==> src/rtl/xbar_pkg.sv <==
package xbar_pkg;
  // Source index that a preset assigns to output k.
  function automatic int unsigned preset_src(int unsigned k, logic pass);
    return pass ? k : 0;
  endfunction
endpackage

==> src/rtl/xbar_prog_bank.sv <==
module xbar_prog_bank #(
  parameter int N_PORTS = 16,
  parameter int SEL_W   = $clog2(N_PORTS)
) (
  input  logic                       clk,
  input  logic                       preset_i,
  input  logic                       pass_i,
  input  logic                       load_i,
  input  logic [SEL_W-1:0]           dst_i,
  input  logic [SEL_W-1:0]           src_i,
  output logic [N_PORTS-1:0]         wr_en_o,
  output logic [N_PORTS*SEL_W-1:0]   prog_o
);
  always_comb begin
    for (int i = 0; i < N_PORTS; i++)
      wr_en_o[i] = load_i && !preset_i && (dst_i == SEL_W'(i));
  end

  for (genvar g = 0; g < N_PORTS; g++) begin : g_stage
    always_ff @(posedge clk) begin
      if (preset_i)
        prog_o[g*SEL_W +: SEL_W] <= SEL_W'(xbar_pkg::preset_src(g, pass_i));
      else if (wr_en_o[g])
        prog_o[g*SEL_W +: SEL_W] <= src_i;
    end
  end
endmodule

==> src/rtl/xbar_cfg_bank.sv <==
module xbar_cfg_bank #(
  parameter int N_PORTS = 16,
  parameter int SEL_W   = $clog2(N_PORTS)
) (
  input  logic                       clk,
  input  logic                       preset_i,
  input  logic                       pass_i,
  input  logic                       commit_i,
  input  logic [N_PORTS*SEL_W-1:0]   prog_i,
  output logic [N_PORTS*SEL_W-1:0]   route_o
);
  for (genvar g = 0; g < N_PORTS; g++) begin : g_live
    always_ff @(posedge clk) begin
      if (preset_i)
        route_o[g*SEL_W +: SEL_W] <= SEL_W'(xbar_pkg::preset_src(g, pass_i));
      else if (commit_i)
        route_o[g*SEL_W +: SEL_W] <= prog_i[g*SEL_W +: SEL_W];
    end
  end
endmodule

==> src/rtl/xbar_mux_col.sv <==
module xbar_mux_col #(
  parameter int N_PORTS = 16,
  parameter int SEL_W   = $clog2(N_PORTS)
) (
  input  logic [N_PORTS-1:0] data_i,
  input  logic [SEL_W-1:0]   sel_i,
  output logic               bit_o
);
  always_comb begin
    bit_o = 1'b0;
    for (int i = 0; i < N_PORTS; i++)
      if (sel_i == SEL_W'(i)) bit_o = data_i[i];
  end
endmodule

==> src/rtl/xbar_matrix.sv <==
module xbar_matrix #(
  parameter int N_PORTS = 16,
  parameter int SEL_W   = $clog2(N_PORTS)
) (
  input  logic                     clk,
  input  logic                     preset_i,
  input  logic                     commit_i,
  input  logic                     load_i,
  input  logic [SEL_W-1:0]         src_addr_i,
  input  logic [SEL_W-1:0]         dst_addr_i,
  input  logic [N_PORTS-1:0]       data_i,
  output logic [N_PORTS-1:0]       data_o,
  output logic [N_PORTS*SEL_W-1:0] route_o
);
  logic [N_PORTS-1:0]       wr_en;
  logic [N_PORTS*SEL_W-1:0] prog_flat;
  logic                     commit_fire;

  assign commit_fire = commit_i && !preset_i;

  xbar_prog_bank #(.N_PORTS(N_PORTS), .SEL_W(SEL_W)) u_prog (
    .clk(clk), .preset_i(preset_i), .pass_i(commit_i), .load_i(load_i),
    .dst_i(dst_addr_i), .src_i(src_addr_i), .wr_en_o(wr_en), .prog_o(prog_flat)
  );

  xbar_cfg_bank #(.N_PORTS(N_PORTS), .SEL_W(SEL_W)) u_cfg (
    .clk(clk), .preset_i(preset_i), .pass_i(commit_i), .commit_i(commit_fire),
    .prog_i(prog_flat), .route_o(route_o)
  );

  for (genvar g = 0; g < N_PORTS; g++) begin : g_col
    xbar_mux_col #(.N_PORTS(N_PORTS), .SEL_W(SEL_W)) u_mux (
      .data_i(data_i), .sel_i(route_o[g*SEL_W +: SEL_W]), .bit_o(data_o[g])
    );
  end
endmodule

==> config.mk <==
export PLATFORM = sky130hd
export DESIGN_NAME = xbar_matrix
export DESIGN_NICKNAME = d
export VERILOG_FILES = /design/src/rtl/xbar_pkg.sv /design/src/rtl/xbar_prog_bank.sv /design/src/rtl/xbar_cfg_bank.sv /design/src/rtl/xbar_mux_col.sv /design/src/rtl/xbar_matrix.sv
export SDC_FILE = /design/constraint.sdc
export NUM_CORES = 1
export LEC_CHECK = 0
export ABC_CLOCK_PERIOD_IN_PS = 5900
export CORE_MARGIN = 3
export CORE_UTILIZATION = 50
export CTS_CLUSTER_SIZE = 30
export DETAILED_ROUTE_END_ITERATION = 8
export DONT_BUFFER_PORTS = 1
export GPL_TIMING_DRIVEN = 0
export MAX_ROUTING_LAYER = met4
export PLACE_DENSITY_LB_ADDON = 0.08
export SLEW_MARGIN = 20
export SYNTH_ARGS = -nofsm -noshare
export SYNTH_HDL_FRONTEND = slang
export SYNTH_SLANG_ARGS = --single-unit
==> constraint.sdc <==
create_clock -name clk -period 5.9 [get_ports clk]
set_input_delay 1.475 -clock clk [delete_from_list [all_inputs] [get_ports clk]]
set_output_delay 1.475 -clock clk [all_outputs]
set_load 0.01 [all_outputs]
==> metrics.txt <==
CORE AREA=0.0133 mm^2; CTS tree=done; Synth Warn #=0; DRC=0; fin area=0.00773 mm^2; Post-Syn Area=0.00688 mm^2; CP delay by family, top=multiplexers; GRT overflow=0; vias in the first global route=3917; share of post-route cells with drive strength above 1=0.214; Syn Area/Cell=15.8 um^2; Worst Path Buf+Inv=2; crit path kind=input port to primary output; Slew Viols, Final=0; CP peak stage delay=0.54 ns; combinational share of power=0.121; internal power=2.01 mW; Worst Path Required=~4.4 ns; syn_nets=463; Lkg Pwr=2.90 nW; Hold/Removal Path Class=flip-flop to flip-flop; DIE AREA=0.0152 mm^2; Max-slew headroom=0.447; RR Startpoint=u_cfg.route_o[0]; Placement Setup Slack=1.57 ns; initial DRC count=369; area delta synth->final=12.3%; adder-cell area share of the yosys netlist=0; PostCTS Resize Cnt=0; DIE WIDTH=~120 um; largest family of logic cells by synthesized area=multiplexers; Chip Height=about 120 um; FF+latch count, synth=128; TritonCTS Buffers=17; Final Routed Wirelength=16.6 mm; Slew @ Worst Pin=0.822 ns; cell depth of the worst flop-to-flop path=3; count of cell types in the netlist=36; post-DR wirelength/cell=25.8 um; Post-Synth XOR/XNOR Area=0; Arrival @ worst endpoint=2.87 ns; diodes inserted=0; Fmax=0.230 GHz; max-cap violation count=0; complex-gate fraction of the synthesized area=0.0542; Power per Cell Area=336 mW/mm^2; post-synthesis mux area share=0.282; VDD IR max=between 200 and 250 uV; Root Driver=clkbuf_16; Final Critical Period=4.35 ns; Post-CTS Setup Bufs=0; CP Launch Point=data_i[3]; via count=4070; final worst slack=about 1.6 ns; Min-Delay Path Depth=2; Psw=0.585 mW; Final setup violation count=0; Vias/cell=6.33; gpl congestion=0.900; RSZ-0062 raised after global routing=no; sw frac=0.225; sequential power share=0.459; Area after DPL=0.00710 mm^2; # rows=42; Cells after Synth=435; CTS hold repair buffers=0; Synth Area in Simple Gates=0.0546; DPL Wire Length=12.2 mm; Tot GR Track Use=0.231; Final Util=0.579; first-pass GRT wire length=~24 mm; CP Cell Sequence=clkbuf_1 -> mux4_1 -> mux4_2 -> buf_4; Hold Path Origin=u_prog.prog_o[1]; CP max FO=10; I/O pin count=108; fin crit share=0.737; Critical Path Source Type=input port; Pwr Total=2.60 mW; Initial Util=0.515; total negative slack=0 ns; clk slew on worst S/H paths=0.05 ns; status=finished clean; post-synthesis sequential area ratio=0.547; Routed Antenna Nets=0; DRT Pass-1 Iters=5; clock power share=0.420; crit path max-delay cell type=mux4_1; TritonCTS sink count=128; Final Hold Viols=0; initial antenna violation count=0; H-tree levels=4; Worst-Skew Late Latency=0.41 ns; largest net degree at the start of global routing=61; Fillers=1064; CP Capture Type=primary output; Final #Nets=482; Clock Path Buffers=2; Final Skew=roughly 0.005 ns; critical path depth=4; port bufs=0
-- cell usage in the layout (no fill, tap or decap), drive strengths merged --
| cell | n |
|---|---|
| nand2 | 9 |
| mux4 | 72 |
| o21ai | 44 |
| o22a | 1 |
| nand3 | 2 |
| o32ai | 1 |
| nor2 | 10 |
| a211oi | 3 |
| inv | 36 |
| o31ai | 3 |
| edfxtp | 120 |
| o22ai | 1 |
| nor3 | 2 |
| a311oi | 1 |
| o211a | 1 |
| nor3b | 3 |
| clkbuf | 38 |
| bufinv | 5 |
| clkinv | 6 |
| buf | 32 |
| a21oi | 1 |
| or2 | 1 |
| a31o | 2 |
| or3b | 1 |
| nand2b | 3 |
| nor2b | 33 |
| mux2i | 16 |
| clkinvlp | 2 |
| a31oi | 2 |
| a21o | 4 |
| dfxtp | 8 |
| mux2 | 1 |
| nand4 | 1 |
| nand3b | 2 |
-- sequential cells by signal, summed over array words and instances, names as in the netlist --
name / flops
u_prog.prog_o: 64
u_cfg.route_o: 64
-- synthesized netlist by cell type, drive strengths merged --
master | count | area [um^2]
buf | 32 | 216
inv | 36 | 135
a31oi | 2 | 12.5
clkbuf | 19 | 76.3
or3b | 1 | 8.76
nor3 | 2 | 10.0
o22ai | 1 | 6.26
or2 | 1 | 6.26
nand2b | 3 | 18.8
nor2b | 33 | 206
edfxtp | 120 | 3600
nand2 | 9 | 33.8
o21ai | 44 | 220
a311oi | 1 | 8.76
dfxtp | 8 | 160
nand3 | 2 | 10.0
nor3b | 3 | 22.5
mux2 | 1 | 11.3
nand3b | 2 | 15.0
a211oi | 3 | 22.5
o211a | 1 | 10.0
o32ai | 1 | 8.76
mux4 | 72 | 1770
o31ai | 3 | 22.5
nand4 | 1 | 6.26
a21oi | 1 | 5.00
mux2i | 16 | 160
o22a | 1 | 8.76
nor2 | 10 | 37.5
a21o | 4 | 30.0
a31o | 2 | 17.5
-- path summary, 6_finish.rpt --
path | slack (ns) | end
setup / recovery | 1.55 | data_o[0]
hold / removal | 0.49 | u_prog.prog_o[1]
setup reg to reg | 5.03 | u_cfg.route_o[0]
hold reg to reg | 0.49 | u_prog.prog_o[1]
-- routing by layer --
metal	GRT usage	part of all wire	wire [um]	vias up
met3	0.0613	0.096	1590	28
met4	0.0837	0.017	276	0
met1	0.325	0.42	7040	2055
met2	0.330	0.46	7660	225
met5	-	0	0	-
li1	-	-	-	1762
-- power groups by stage --
stage,clock [mW],sequential (mW),combinational [mW]
after detailed placement,0,1.21,0.314
after CTS,1.10,1.19,0.315
after floorplan,0,1.17,0.259
after global routing,1.15,1.20,0.338
final,1.09,1.19,0.314
after global placement,0,1.21,0.308
-- logic make-up after synthesis --
kind of cell | count (synthesis)
compound gates | 64
buf+inv | 87
flops | 128
mux | 89
simple gates | 67
-- final cells by class --
cell class              instances  area [um^2]  area share
well taps                     176          220      0.0285
flip-flops and latches        128         3760       0.487
clock buffers                  19          433      0.0560
plain buffers                  51          293      0.0379
clock inverters                13          193      0.0249
multi-input cells             220         2690       0.348
inverters                      36          135      0.0175
-- per-stage QoR --
stage	cells	hold slack [ns]
floorplan	435	0.463
global placement	611	0.473
detailed placement	611	0.491
CTS	643	0.502
global route	643	0.520
finish	643	0.492
-- worst register-to-register path, delay by kind of cell, from the launching register on --
| kind | cells | cell delay, ns |
|---|---|---|
| DFF | 1 | 0.37 |
| buffers and inverters | 1 | 0.24 |
| and+or+nand+nor | 1 | 0.10 |
| muxes | 1 | 0.09 |
(Power assumes the default switching activity.)
